--- config.mk ---
export PLATFORM = sky130hd
export DESIGN_NAME = xbus_access_seq
export DESIGN_NICKNAME = d
export VERILOG_FILES = /design/src/rtl/xbus_pkg.sv /design/src/rtl/xbus_len_sel.sv /design/src/rtl/xbus_wait_path.sv /design/src/rtl/xbus_phase_ctl.sv /design/src/rtl/xbus_access_seq.sv
export SDC_FILE = /design/constraint.sdc
export NUM_CORES = 1
export LEC_CHECK = 0
export ABC_AREA = 1
export BUFFER_PORTS_ARGS = -buffer_cell sky130_fd_sc_hd__buf_4
export CAP_MARGIN = 20
export CORE_MARGIN = 2
export CORE_UTILIZATION = 35
export DETAILED_ROUTE_END_ITERATION = 8
export PLACE_DENSITY_LB_ADDON = 0.08
export SYNTH_ARGS = -nofsm -noshare
export SYNTH_HDL_FRONTEND = slang
export SYNTH_SLANG_ARGS = --single-unit
--- constraint.sdc ---
create_clock -name clk_i -period 5.15 [get_ports clk_i]
set_input_delay 0.2575 -clock clk_i [delete_from_list [all_inputs] [get_ports clk_i]]
set_output_delay 0.2575 -clock clk_i [all_outputs]
set_load 0.03 [all_outputs]
--- src/rtl/xbus_pkg.sv ---
package xbus_pkg;
  typedef enum logic [1:0] {
    PH_IDLE = 2'd0,
    PH_ADDR = 2'd1,
    PH_CMD  = 2'd2,
    PH_REC  = 2'd3
  } phase_e;
endpackage

--- src/rtl/xbus_len_sel.sv ---
module xbus_len_sel #(
  parameter int unsigned LW           = 4,
  parameter int unsigned ASYNC_STAGES = 2
) (
  input  logic          we_i,
  input  logic          async_i,
  input  logic [LW-1:0] addr_len_i,
  input  logic [LW-1:0] rd_len_i,
  input  logic [LW-1:0] wr_len_i,
  input  logic [LW-1:0] rec_len_i,
  output logic [LW-1:0] addr_eff_o,
  output logic [LW-1:0] cmd_eff_o,
  output logic [LW-1:0] rec_eff_o,
  output logic          short_o
);
  localparam logic [LW-1:0] ONE       = LW'(1);
  localparam logic [LW-1:0] ASYNC_MIN = LW'(ASYNC_STAGES);

  logic [LW-1:0] cmd_raw;
  logic [LW-1:0] cmd_min;

  always_comb begin
    cmd_raw    = we_i ? wr_len_i : rd_len_i;
    cmd_min    = async_i ? ASYNC_MIN : ONE;
    addr_eff_o = (addr_len_i == '0) ? ONE : addr_len_i;
    rec_eff_o  = (rec_len_i == '0) ? ONE : rec_len_i;
    cmd_eff_o  = (cmd_raw < cmd_min) ? cmd_min : cmd_raw;
    short_o    = async_i && (cmd_raw < ASYNC_MIN);
  end
endmodule

--- src/rtl/xbus_wait_path.sv ---
module xbus_wait_path #(
  parameter int unsigned STAGES = 2
) (
  input  logic clk_i,
  input  logic rst_ni,
  input  logic wait_ni,
  input  logic async_i,
  input  logic enable_i,
  output logic hold_o
);
  logic [STAGES-1:0] chain_q;
  logic              eval;

  // sampled every edge; reset to released
  always_ff @(posedge clk_i or negedge rst_ni) begin
    if (!rst_ni) chain_q <= '1;
    else         chain_q <= {chain_q[STAGES-2:0], wait_ni};
  end

  assign eval   = async_i ? chain_q[STAGES-1] : chain_q[0];
  assign hold_o = enable_i & ~eval;
endmodule

--- src/rtl/xbus_phase_ctl.sv ---
module xbus_phase_ctl
  import xbus_pkg::*;
#(
  parameter int unsigned LW = 4
) (
  input  logic          clk_i,
  input  logic          rst_ni,
  input  logic          start_i,
  input  logic [LW-1:0] addr_len_i,
  input  logic [LW-1:0] cmd_len_i,
  input  logic [LW-1:0] rec_len_i,
  input  logic          hold_i,
  output phase_e        phase_o,
  output logic          cmd_end_o,
  output logic          done_o
);
  phase_e        phase_q;
  logic [LW-1:0] cnt_q;
  logic          done_q;
  logic          cnt_zero;

  assign cnt_zero  = (cnt_q == '0);
  assign cmd_end_o = (phase_q == PH_CMD) && cnt_zero && !hold_i;

  always_ff @(posedge clk_i or negedge rst_ni) begin
    if (!rst_ni) begin
      phase_q <= PH_IDLE;
      cnt_q   <= '0;
      done_q  <= 1'b0;
    end else begin
      done_q <= 1'b0;
      unique case (phase_q)
        PH_IDLE: if (start_i) begin
          phase_q <= PH_ADDR;
          cnt_q   <= addr_len_i - 1'b1;
        end
        PH_ADDR: if (cnt_zero) begin
          phase_q <= PH_CMD;
          cnt_q   <= cmd_len_i - 1'b1;
        end else begin
          cnt_q <= cnt_q - 1'b1;
        end
        PH_CMD: if (!cnt_zero) begin
          cnt_q <= cnt_q - 1'b1;
        end else if (!hold_i) begin
          phase_q <= PH_REC;
          cnt_q   <= rec_len_i - 1'b1;
        end
        PH_REC: if (cnt_zero) begin
          phase_q <= PH_IDLE;
          done_q  <= 1'b1;
        end else begin
          cnt_q <= cnt_q - 1'b1;
        end
        default: phase_q <= PH_IDLE;
      endcase
    end
  end

  assign phase_o = phase_q;
  assign done_o  = done_q;
endmodule

--- src/rtl/xbus_access_seq.sv ---
module xbus_access_seq
  import xbus_pkg::*;
#(
  parameter int unsigned AW           = 24,
  parameter int unsigned DW           = 32,
  parameter int unsigned LW           = 4,
  parameter int unsigned ASYNC_STAGES = 2
) (
  input  logic          clk_i,
  input  logic          rst_ni,
  input  logic          cfg_async_i,
  input  logic          cfg_wait_en_i,
  input  logic [LW-1:0] cfg_addr_len_i,
  input  logic [LW-1:0] cfg_rd_cmd_len_i,
  input  logic [LW-1:0] cfg_wr_cmd_len_i,
  input  logic [LW-1:0] cfg_rec_len_i,
  input  logic          req_valid_i,
  output logic          req_ready_o,
  input  logic          req_we_i,
  input  logic [AW-1:0] req_addr_i,
  input  logic [DW-1:0] req_wdata_i,
  output logic          done_o,
  output logic [DW-1:0] rdata_o,
  output logic          cfg_err_o,
  output logic [AW-1:0] bus_addr_o,
  output logic          bus_cs_no,
  output logic          bus_rd_no,
  output logic          bus_wr_no,
  output logic [DW-1:0] bus_wdata_o,
  input  logic [DW-1:0] bus_data_i,
  input  logic          bus_wait_ni
);
  phase_e        phase;
  logic          idle, start, hold, cmd_end, short_len;
  logic          we_q, async_q, wen_q, err_q;
  logic [AW-1:0] addr_q;
  logic [DW-1:0] wdata_q, rdata_q;
  logic [LW-1:0] addr_len_q, rd_len_q, wr_len_q, rec_len_q;
  logic          cur_we, cur_async, cur_wen;
  logic [LW-1:0] cur_addr_len, cur_rd_len, cur_wr_len, cur_rec_len;
  logic [LW-1:0] addr_eff, cmd_eff, rec_eff;

  assign idle  = (phase == PH_IDLE);
  assign start = req_valid_i & idle;

  // live config while idle, latched copy for the rest of the access
  assign cur_we       = idle ? req_we_i         : we_q;
  assign cur_async    = idle ? cfg_async_i      : async_q;
  assign cur_wen      = idle ? cfg_wait_en_i    : wen_q;
  assign cur_addr_len = idle ? cfg_addr_len_i   : addr_len_q;
  assign cur_rd_len   = idle ? cfg_rd_cmd_len_i : rd_len_q;
  assign cur_wr_len   = idle ? cfg_wr_cmd_len_i : wr_len_q;
  assign cur_rec_len  = idle ? cfg_rec_len_i    : rec_len_q;

  always_ff @(posedge clk_i or negedge rst_ni) begin
    if (!rst_ni) begin
      we_q       <= 1'b0;
      async_q    <= 1'b0;
      wen_q      <= 1'b0;
      addr_q     <= '0;
      wdata_q    <= '0;
      addr_len_q <= '0;
      rd_len_q   <= '0;
      wr_len_q   <= '0;
      rec_len_q  <= '0;
    end else if (start) begin
      we_q       <= req_we_i;
      async_q    <= cfg_async_i;
      wen_q      <= cfg_wait_en_i;
      addr_q     <= req_addr_i;
      wdata_q    <= req_wdata_i;
      addr_len_q <= cfg_addr_len_i;
      rd_len_q   <= cfg_rd_cmd_len_i;
      wr_len_q   <= cfg_wr_cmd_len_i;
      rec_len_q  <= cfg_rec_len_i;
    end
  end

  always_ff @(posedge clk_i or negedge rst_ni) begin
    if (!rst_ni)                err_q <= 1'b0;
    else if (start & short_len) err_q <= 1'b1;
  end

  always_ff @(posedge clk_i or negedge rst_ni) begin
    if (!rst_ni)               rdata_q <= '0;
    else if (cmd_end && !we_q) rdata_q <= bus_data_i;
  end

  xbus_len_sel #(.LW(LW), .ASYNC_STAGES(ASYNC_STAGES)) u_len (
    .we_i       (cur_we),
    .async_i    (cur_async),
    .addr_len_i (cur_addr_len),
    .rd_len_i   (cur_rd_len),
    .wr_len_i   (cur_wr_len),
    .rec_len_i  (cur_rec_len),
    .addr_eff_o (addr_eff),
    .cmd_eff_o  (cmd_eff),
    .rec_eff_o  (rec_eff),
    .short_o    (short_len)
  );

  xbus_wait_path #(.STAGES(ASYNC_STAGES)) u_wait (
    .clk_i    (clk_i),
    .rst_ni   (rst_ni),
    .wait_ni  (bus_wait_ni),
    .async_i  (cur_async),
    .enable_i (cur_wen),
    .hold_o   (hold)
  );

  xbus_phase_ctl #(.LW(LW)) u_ctl (
    .clk_i      (clk_i),
    .rst_ni     (rst_ni),
    .start_i    (start),
    .addr_len_i (addr_eff),
    .cmd_len_i  (cmd_eff),
    .rec_len_i  (rec_eff),
    .hold_i     (hold),
    .phase_o    (phase),
    .cmd_end_o  (cmd_end),
    .done_o     (done_o)
  );

  assign req_ready_o = idle;
  assign bus_cs_no   = !((phase == PH_ADDR) || (phase == PH_CMD));
  assign bus_rd_no   = !((phase == PH_CMD) && !we_q);
  assign bus_wr_no   = !((phase == PH_CMD) && we_q);
  assign bus_addr_o  = addr_q;
  assign bus_wdata_o = wdata_q;
  assign rdata_o     = rdata_q;
  assign cfg_err_o   = err_q;
endmodule

Word level (Yosys, flattened, before mapping)
Cells that the tools add are included.
{"block": "totals", "wordCells": 80, "reg_bits": 117, "inputBits": 111}
{"block": "classes", "n_reduce_logical": 18, "n_addsub": 4, "n_bitwise": 4, "n_lt_le_gt_ge": 2, "eq_ne": 10, "mux": 27}
{"operator": "$mux W4", "count": 13}
{"operator": "$pmux W4 S4", "count": 1}
{"operator": "$sub A4 B1 Y4 const B", "count": 4}
{"operator": "$logic_not A4 Y1", "count": 3}
{"operator": "$mux W2", "count": 6}
{"operator": "$ne A2 B1 Y1 const B", "count": 4}
{"operator": "$pmux W2 S4", "count": 1}
{"operator": "$logic_and A1 B1 Y1", "count": 6}
{"operator": "$mux W1", "count": 6}
{"operator": "$logic_not A1 Y1", "count": 5}
{"operator": "$reduce_and A5 Y1", "count": 1}
{"operator": "$eq A2 B2 Y1 const B", "count": 2}
{"operator": "$lt A4 B2 Y1 const B", "count": 1}
{"operator": "$lt A4 B4 Y1", "count": 1}
{"operator": "$ne A2 B2 Y1 const B", "count": 2}
{"operator": "$and A1 B1 Y1", "count": 3}
{"operator": "$ne A3 B3 Y1 const B", "count": 1}
{"operator": "$reduce_and A3 Y1", "count": 1}
{"operator": "$eq A2 B1 Y1 const B", "count": 1}
{"operator": "$logic_not A2 Y1", "count": 1}
{"operator": "$logic_or A1 B1 Y1", "count": 1}
{"operator": "$not A1 Y1", "count": 1}

Longest topological paths before layout
Gate-level depths: netlist (run 1).
{"block": "depth", "ltp_word": 8, "depth_mapped": 21, "ltp_nobuf": 20}

Modules after synthesis
Synthesis (run 1) repeated with hierarchy kept, for this count alone.
{"block": "unflattened", "hier_cells": 707, "area_unflattened_um2": 5600.4}
{"mod": "xbus_access_seq", "seq_area_each_um2": 2702.6, "area_each_um2": 4536.9, "instances": 1, "cells_per_inst": 537}
{"mod": "xbus_phase_ctl", "seq_area_each_um2": 175.2, "area_each_um2": 768.2, "instances": 1, "cells_per_inst": 114}
{"mod": "xbus_len_sel", "seq_area_each_um2": 0.0, "area_each_um2": 224.0, "instances": 1, "cells_per_inst": 49}
{"mod": "xbus_wait_path", "seq_area_each_um2": 52.6, "area_each_um2": 71.3, "instances": 1, "cells_per_inst": 7}

Worst setup path before layout (run 1)
OpenSTA, ideal clock, no wires.
{"block": "synth_timing", "path_type": "flip-flop to flip-flop", "from": "reg u_ctl.phase_q[0] (netlist: u_ctl.phase_o[0])", "to": "reg u_ctl.cnt_q[1]", "arrival_time_ns": 2.711, "setup_ns": 0.122, "stages_incl_launch_ff": 21, "setup_slack_ns": 2.317, "path_cell_list": "dfrtp_1 -> inv_1 -> ha_1 -> buf_6 -> buf_8 -> nand2_1 -> o21ai_0 -> nand2_1 -> nand2_1 -> inv_1 -> ha_1 -> nand2_2 -> nand3_1 -> nand2_1 -> inv_1 -> ha_1 -> nor2_1 -> a21oi_1 -> o221ai_1 -> nand3_1 -> o21ai_1"}
{"block": "synth_between", "elab_chain_len": 8, "elab_cells_between_ends": 35, "cone_classes": "add/sub: 3; order compare: 1; eq/ne: 6; mux: 18; bitwise: 3; reduce/logical: 4"}
{"item": "start: declaration", "line": "xbus_phase_ctl.sv:17", "source": "phase_e phase_q;"}
{"item": "start signal: assignment", "line": "xbus_phase_ctl.sv:27", "source": "phase_q <= PH_IDLE;"}
{"item": "start signal: assignment", "line": "xbus_phase_ctl.sv:34", "source": "phase_q <= PH_ADDR;"}
{"item": "start signal: assignment", "line": "xbus_phase_ctl.sv:38", "source": "phase_q <= PH_CMD;"}
{"item": "$logic_not A2 Y1 (*)", "line": "xbus_access_seq.sv:43", "source": "assign idle = (phase == PH_IDLE);"}
{"item": "named net req_ready_o", "line": "xbus_access_seq.sv:18", "source": "output logic req_ready_o,"}
{"item": "$mux W4 (tied with other cells)", "line": "xbus_access_seq.sv:51", "source": "assign cur_rd_len = idle ? cfg_rd_cmd_len_i : rd_len_q;"}
{"item": "$mux W4 (tied with other cells)", "line": "xbus_len_sel.sv:23", "source": "cmd_raw = we_i ? wr_len_i : rd_len_i;"}
{"item": "$lt A4 B4 Y1 / $mux W4 (equally long branches)", "line": "xbus_len_sel.sv:27, xbus_len_sel.sv:26"}
{"item": "$mux W4 / $sub A4 B1 Y4 (equally long branches)", "line": "xbus_len_sel.sv:27, xbus_phase_ctl.sv:47"}
{"item": "$sub A4 B1 Y4 / $mux W4 (equally long branches)", "line": "xbus_phase_ctl.sv:39, xbus_phase_ctl.sv:45"}
{"item": "$mux W4, on equally long branches", "line": "xbus_phase_ctl.sv:37, xbus_phase_ctl.sv:43"}
{"item": "$pmux W4 S4", "line": "xbus_phase_ctl.sv:32", "source": "unique case (phase_q)"}
{"item": "end signal: assignment", "line": "xbus_phase_ctl.sv:35", "source": "cnt_q <= addr_len_i - 1'b1;"}
{"item": "end signal: assignment", "line": "xbus_phase_ctl.sv:39", "source": "cnt_q <= cmd_len_i - 1'b1;"}
{"item": "end signal: assignment", "line": "xbus_phase_ctl.sv:41", "source": "cnt_q <= cnt_q - 1'b1;"}
{"item": "end: declaration", "line": "xbus_phase_ctl.sv:18", "source": "logic [LW-1:0] cnt_q;"}
The timed path passes the listed nets; every way through them passes the cells marked *. The select of a mux whose other input is x is not followed.
A chain may end at the register's enable or synchronous reset.

Worst setup path in the final report (run 1)
{"block": "layout_timing", "from": "reg u_ctl.phase_q[0] (netlist: u_ctl.phase_o[0])", "to": "reg u_ctl.cnt_q[1]"}
{"block": "layout_between", "elab_chain_len": 8, "elab_cells_between_ends": 35, "cone_classes": "add/sub: 3; order compare: 1; eq/ne: 6; mux: 18; bitwise: 3; reduce/logical: 4"}
{"item": "$logic_not A2 Y1", "line": "xbus_phase_ctl.sv:32, xbus_access_seq.sv:43"}
{"item": "$mux W4 (tied with other cells)", "line": "xbus_access_seq.sv:51"}
{"item": "$mux W4 (tied with other cells)", "line": "xbus_len_sel.sv:23"}
{"item": "$lt A4 B4 Y1 / $mux W4 (equally long branches)", "line": "xbus_len_sel.sv:27, xbus_len_sel.sv:26"}
{"item": "$mux W4 / $sub A4 B1 Y4 (equally long branches)", "line": "xbus_len_sel.sv:27, xbus_phase_ctl.sv:47"}
{"item": "$sub A4 B1 Y4 / $mux W4 (equally long branches)", "line": "xbus_phase_ctl.sv:39, xbus_phase_ctl.sv:45"}
{"item": "$mux W4, on equally long branches", "line": "xbus_phase_ctl.sv:37, xbus_phase_ctl.sv:43"}
{"item": "$pmux W4 S4", "line": "xbus_phase_ctl.sv:32"}
Several ways; a longest one is shown, not always the timed one. The select of a mux whose other input is x is not followed.

==> results of run 1 <==
[critical path: cells and delay by family (launching register included)]
| family | cells | cell delay (ns) |
|---|---|---|
| adders and majority gates | 3 | 0.67 |
| buffers and inverters | 5 | 0.85 |
| and+or+nand+nor | 9 | 0.76 |
| AOI/OAI and AO/OA | 3 | 0.31 |
| DFF | 1 | 0.40 |
[sequential cells by signal, summed over array words and instances, names as in the netlist, 2 cells and up]
register        count
bus_wdata_o        32
rdata_o            32
bus_addr_o         24
addr_len_q          4
rd_len_q            4
rec_len_q           4
u_ctl.cnt_q         4
wr_len_q            4
u_ctl.phase_o       2
u_wait.chain_q      2
[power groups by stage]
stage / logic, mW / registers (mW) / clock network [mW]
2_1_floorplan: 1.31 / 2.24 / 0
3_3_place_gp: 2.85 / 1.60 / 0
4_1_cts: 2.89 / 1.61 / 1.30
5_1_grt: 3.15 / 1.67 / 1.35
3_5_place_dp: 2.89 / 1.61 / 0
6_report: 2.86 / 1.61 / 1.27
[worst max path at each step]
stage | end | depth (start not counted)
5_1_grt | u_ctl.cnt_q[1] | 20
4_1_cts | u_ctl.cnt_q[1] | 20
3_3_place_gp | u_ctl.cnt_q[1] | 20
3_5_place_dp | u_ctl.cnt_q[1] | 20
2_1_floorplan | u_ctl.cnt_q[1] | 20
6_report | u_ctl.cnt_q[1] | 20
[layer usage]
metal | up-vias | share of wire | GRT usage
met5 | - | 0 | 0
met4 | 0 | 0.013 | 0.0549
met3 | 12 | 0.078 | 0.0743
met2 | 136 | 0.50 | 0.300
met1 | 2120 | 0.41 | 0.208
li1 | 2231 | - | -
[final cells by class]
type,count,area (um^2),area share
Tap cell,188,235,0.0307
Clock buffer,18,439,0.0573
Inverter,48,180,0.0235
Sequential cell,117,2930,0.382
Clock inverter,14,199,0.0260
Multi-Input combinational cell,395,2100,0.275
Timing Repair Buffer,209,1570,0.205
[repair_timing]
item,in CTS,in global routing
setup endpoints to repair,0,0
hold endpoints to repair,58,0
hold buffers,2,0
gates resized for setup,0,0
[metrics by stage]
stage	worst slack, ns	cell area, um^2	instances	utilization
finish	2.02	7660	989	0.508
global placement	2.15	7000	955	0.464
floorplan	2.32	5370	583	-
CTS	2.00	7660	989	0.508
detailed placement	2.02	7000	955	0.464
global route	1.63	7660	989	0.508
[cells in the final DEF (no fill, tap or decap), drive strengths merged, types with 4 or more instances in the layout]
cell      netlist  final
a21oi           8      8
buf            15    207
bufinv          0      4
clkbuf          8     18
clkinv          0      4
clkinvlp        0      4
dfrtp         115    115
ha             10     10
inv            48     50
mux2           32     32
nand2         269    269
nand3           7      7
nor2           15     15
o21ai          37     37
[logic make-up (layout without fill, tap and decap cells)]
logic type	after synthesis	after routing	share of synthesized area
buf+inv	71	289	0.0625
fa+ha+maj	10	10	0.0233
xor+xnor	3	3	0.00490
simple gates	295	295	0.216
compound gates	55	55	0.0590
flops	117	117	0.546
mux	32	32	0.0881
==> results.md, run 1 <==
* PortBufs at 204
* Status: completed
* Starting DRT DRC Count at 256
* #FFs+latches synth at 117
* Worst Hold Endpoint: bus_addr_o[13]
* HP Class: in2reg
* Slew @ Worst Pin at 1.03 ns
* Most numerous cell in the Yosys netlist: nand2_1
* Clock skew at 0.00643 ns
* Postcts setup bufs at 0
* Final net count at 909
* Crit path max fanout at 39
* Max Freq at 0.319 GHz
* Cts bufs inserted at 17
* Top_reg_cell synth: dfrtp_1
* Ports at 205
* Yosys top cell area share at 0.536
* Warnings, synthesis at 0
* Final setup vio count at 0
* Async S/R FF share, synth at 1.00
* Crit-path slowest cell: dfrtp_1
* Synth cell types at 37
* Max-cap violation count at 0
* HP Start: req_addr_i[13]
* Power Total at 5.74 mW
* Pint at 3.28 mW
* R2R depth at 20
* FF-to-FF End: u_ctl.cnt_q[1]
* Worst-Skew Late Latency at 0.41 ns
* Longest Clk Path Bufs at 2
* CP startpoint: u_ctl.phase_o[0]
* Layout cells sized above 1 at 0.363
* Reg2reg setup slack at 2.02 ns
* Post-Route WL at 14.0 mm
* Max Slew Vio Count at 0
* Initial antenna violation count at 0
* First-pass GRT wire length at 22.9 mm
* Synth area leaders: dfrtp_1, nand2_1, mux2_4
* Leak at 4.25 nW
* # H-tree levels at 4
* CP startpoint kind: flip-flop
* Post-synth EDFFs at 0
* Fill cells at 1442
* CP most frequent cell: nand2_1
* Reg2Reg Launch Point: u_ctl.phase_o[0]
* Grt total ovfl at 0
* Via-per-instance ratio at 4.55
* Core area at 0.0151 mm^2
* Sequential power share at 0.280
* CP Cell Sequence: inv_1 > ha_1 > buf_4 > inv_2 > nand2_1 > nand2_2 > nand2_1 > nand2_1 > inv_1 > ha_1 > nand2_2 > nand3_1 > nand2_1 > inv_1 > ha_1 > nor2_1 > a21oi_1 > o221ai_1 > nand3_1 > o21ai_1
* Crit path kind: reg2reg
* Final Cycle Share at 0.608
* Peak supply drop at 0.000383 V
* Die area at 0.0163 mm^2
* ANT nets after route at 0
* Post-synthesis instance area at 0.00537 mm^2
* Largest net degree at the start of global routing at 90
* Power share of the clock group at 0.221
* GPL Wtd Cong at 0.839
* Syn_nets at 704
* Gr usage total at 0.178
* Die height at 128 um
* Gate power share at 0.499
* Wirelength per Cell at 14.2 um
* Clock tree from TritonCTS: yes
* Vias in the first global route at 4653
* Final hold violations at 0
* Slew HR at 0.311
* Syn Inst Count at 583
* Row count at 45
* Post-synth top area cell: dfrtp_1
* Area Growth Syn to Fin at 42.8%
* Commonest cells post-synth: nand2_1, dfrtp_1, inv_1
* Arrival @ worst endpoint at 3.42 ns
* Chip width at 128 um
* Critical Path RT at 5.44 ns
* CTS root buffer: clkbuf_16
* Initial core utilization at 0.356
* Placed wire-length estimate at 9.80 mm
* Worst-path clk slew at 0.06 ns
* # DRC at 0
* Sw Pwr at 2.46 mW
* Minimum clock period at 3.13 ns
* Clk sinks at 117
* Drt first pass iters at 5
* # diodes at 0
* Hold Path Depth at 3
* Power per cell area at 749 mW/mm^2
* Post-Syn Area per Cell at 9.20 um^2
* Switch share at 0.428
* Sequential share of the synthesized area at 0.546
* Detailed-route via count at 4499
* Hold_ws at 0.0387 ns
* Final TNS setup at 0 ns
* Crit path largest cell delay at 0.40 ns
* Crit end category: flip-flop
* Unrepaired setup endpoints after global routing: false
(Power assumes the default switching activity.)
==> run 2, diff against run 1 <==
==> constraint.sdc (replaced) <==
create_clock -name clk_i -period 3.24 [get_ports clk_i]
set_input_delay 0.162 -clock clk_i [delete_from_list [all_inputs] [get_ports clk_i]]
set_output_delay 0.162 -clock clk_i [all_outputs]
set_load 0.03 [all_outputs]
==> results.md, run 2 (synthesis results as in run 1) <==
* Status: completed
* FF-to-FF End: u_ctl.cnt_q[1]
* Crit path largest cell delay at 0.40 ns
* Largest net degree at the start of global routing at 90
* Worst-path clk slew at 0.05 ns
* Slew @ Worst Pin at 0.885 ns
* Switch share at 0.425
* # DRC at 0
* ANT nets after route at 0
* Max-cap violation count at 0
* Crit end category: flip-flop
* Final hold violations at 0
* HP Class: in2reg
* Arrival @ worst endpoint at 3.17 ns
* Vias in the first global route at 5143
* Crit path kind: reg2reg
* HP Start: cfg_addr_len_i[3]
* Slew HR at 0.410
* DP Area at 0.00705 mm^2
* Peak supply drop at 0.000627 V
* Max Slew Vio Count at 0
* Unrepaired setup endpoints after global routing: false
* Wirelength per Cell at 14.0 um
* Placed wire-length estimate at 10.0 mm
* Final net count at 1003
* Drt first pass iters at 4
* # H-tree levels at 4
* Crit-path slowest cell: dfrtp_1
* Worst-Skew Late Latency at 0.41 ns
* R2R depth at 19
* Leak at 4.66 nW
* Resize count post-CTS at 0
* Area Growth Syn to Fin at 60.2%
* PortBufs at 204
* Worst Hold Endpoint: addr_len_q[3]
* First-pass GRT wire length at 25.1 mm
* Post-Route WL at 15.2 mm
* Longest Clk Path Bufs at 2
* Power per cell area at 1080 mW/mm^2
* Fin worst setup slack at 0.363 ns
* Sw Pwr at 3.95 mW
* Sequential power share at 0.277
* Grt total ovfl at 0
* Die height at 128 um
* Final Cycle Share at 0.888
* Crit path max fanout at 11
* CP startpoint kind: flip-flop
* Ports at 205
* CTS root buffer: clkbuf_16
* Reg2Reg Launch Point: u_ctl.phase_o[1]
* CP Cell Sequence: inv_1 > ha_1 > inv_2 > nand2_1 > nand2_2 > nand2_1 > nand2_1 > inv_1 > ha_1 > nand2_2 > nand3_1 > nand2_1 > inv_1 > ha_1 > nor2_1 > a21oi_1 > o221ai_1 > nand3_1 > o21ai_1
* Place WS at 0.374 ns
* Detailed-route via count at 4826
* Gr usage total at 0.196
* Die area at 0.0163 mm^2
* Most common cell after layout, fill and taps aside: nand2_1
* Max Freq at 0.348 GHz
* Gate power share at 0.506
* CP most frequent cell: nand2_1
* Cts bufs inserted at 17
* Core area at 0.0151 mm^2
* Via-per-instance ratio at 4.46
* Post-route cell area at 0.00860 mm^2
* Initial antenna violation count at 0
* Final cell utilization of the core at 0.570
* Chip width at 128 um
* Final setup vio count at 0
* GPL Wtd Cong at 0.838
* Clock skew at 0.00651 ns
* Pint at 5.34 mW
* Starting DRT DRC Count at 202
* Hold Path Depth at 3
* # diodes at 0
* Reg2reg setup slack at 0.36 ns
* Clock tree from TritonCTS: yes
* Layout cells sized above 1 at 0.328
* Minimum clock period at 2.88 ns
* Clk sinks at 117
* Most frequent cells in the layout: nand2_1, buf_4, dfrtp_1
* Initial core utilization at 0.356
* Power share of the clock group at 0.217
* Final TNS setup at 0 ns
* Row count at 45
* Critical Path RT at 3.54 ns
-- run 2: cell count changes in the layout (fill, tap and decap cells not counted) --
| cell | change |
|---|---|
| clkinvlp_4 | -1 |
| dlygate4sd3_1 | +90 |
| buf_12 | +1 |
| clkinv_2 | +2 |
| buf_4 | +3 |
| clkinv_4 | -3 |
| clkbuf_8 | +1 |
| clkbuf_1 | +1 |
-- run 2: what timing repair did --
item | CTS | global route
setup buffers | 0 | 0
endpoints found under the hold margin | 153 | 0
hold buffers | 92 | 0
-- run 2: power groups by stage --
stage | clock network, mW | registers (mW) | logic [mW]
finish | 2.01 | 2.57 | 4.70
global route | 2.14 | 2.66 | 5.17
CTS | 2.06 | 2.57 | 4.73
detailed placement | 0 | 2.56 | 4.63
global placement | 0 | 2.54 | 4.57
floorplan | 0 | 3.57 | 2.09
-- run 2: worst max-delay path: cells and delay by family (launching register included) --
family,cells,cell delay [ns]
compound gates,3,0.32
fa+ha+maj,3,0.92
buf+inv,4,0.41
simple gates,9,0.74
flops,1,0.40
-- run 2: through the flow --
stage | instances | power [mW] | hold WS (ns)
global placement | 959 | 7.11 | 0.272
CTS | 1083 | 9.36 | 0.0183
floorplan | 583 | 5.65 | -0.134
detailed placement | 959 | 7.19 | 0.272
global route | 1083 | 9.97 | 0.0381
finish | 1083 | 9.28 | 0.0355
-- run 2: layout make-up --
cell class,instances,area [um^2]
clock buffers,20,457
clock inverters,12,175
fillers,1344,6490
inverters,48,180
multi-input cells,395,2100
flip-flops and latches,117,2930
well taps,188,235
repair buffers,303,2520
-- run 2: worst max-delay path by stage --
stage | cells past startpoint | end | slack, ns | start
detailed placement | 19 | u_ctl.cnt_q[1] | 0.37 | u_ctl.phase_o[0]
floorplan | 20 | u_ctl.cnt_q[1] | 0.41 | u_ctl.phase_o[0]
global route | 19 | u_ctl.cnt_q[1] | 0.006 | u_ctl.phase_o[1]
CTS | 19 | u_ctl.cnt_q[1] | 0.36 | u_ctl.phase_o[1]
finish | 19 | u_ctl.cnt_q[1] | 0.36 | u_ctl.phase_o[1]
global placement | 19 | u_ctl.cnt_q[1] | 0.45 | u_ctl.phase_o[0]
-- run 2: metal layers --
layer  part of all wire  vias up  global-route usage
met4              0.019        0              0.0666
met3              0.062       20              0.0722
met1               0.41     2258               0.231
met5                  0        -                   0
li1                   -     2409                   -
met2               0.51      139               0.331
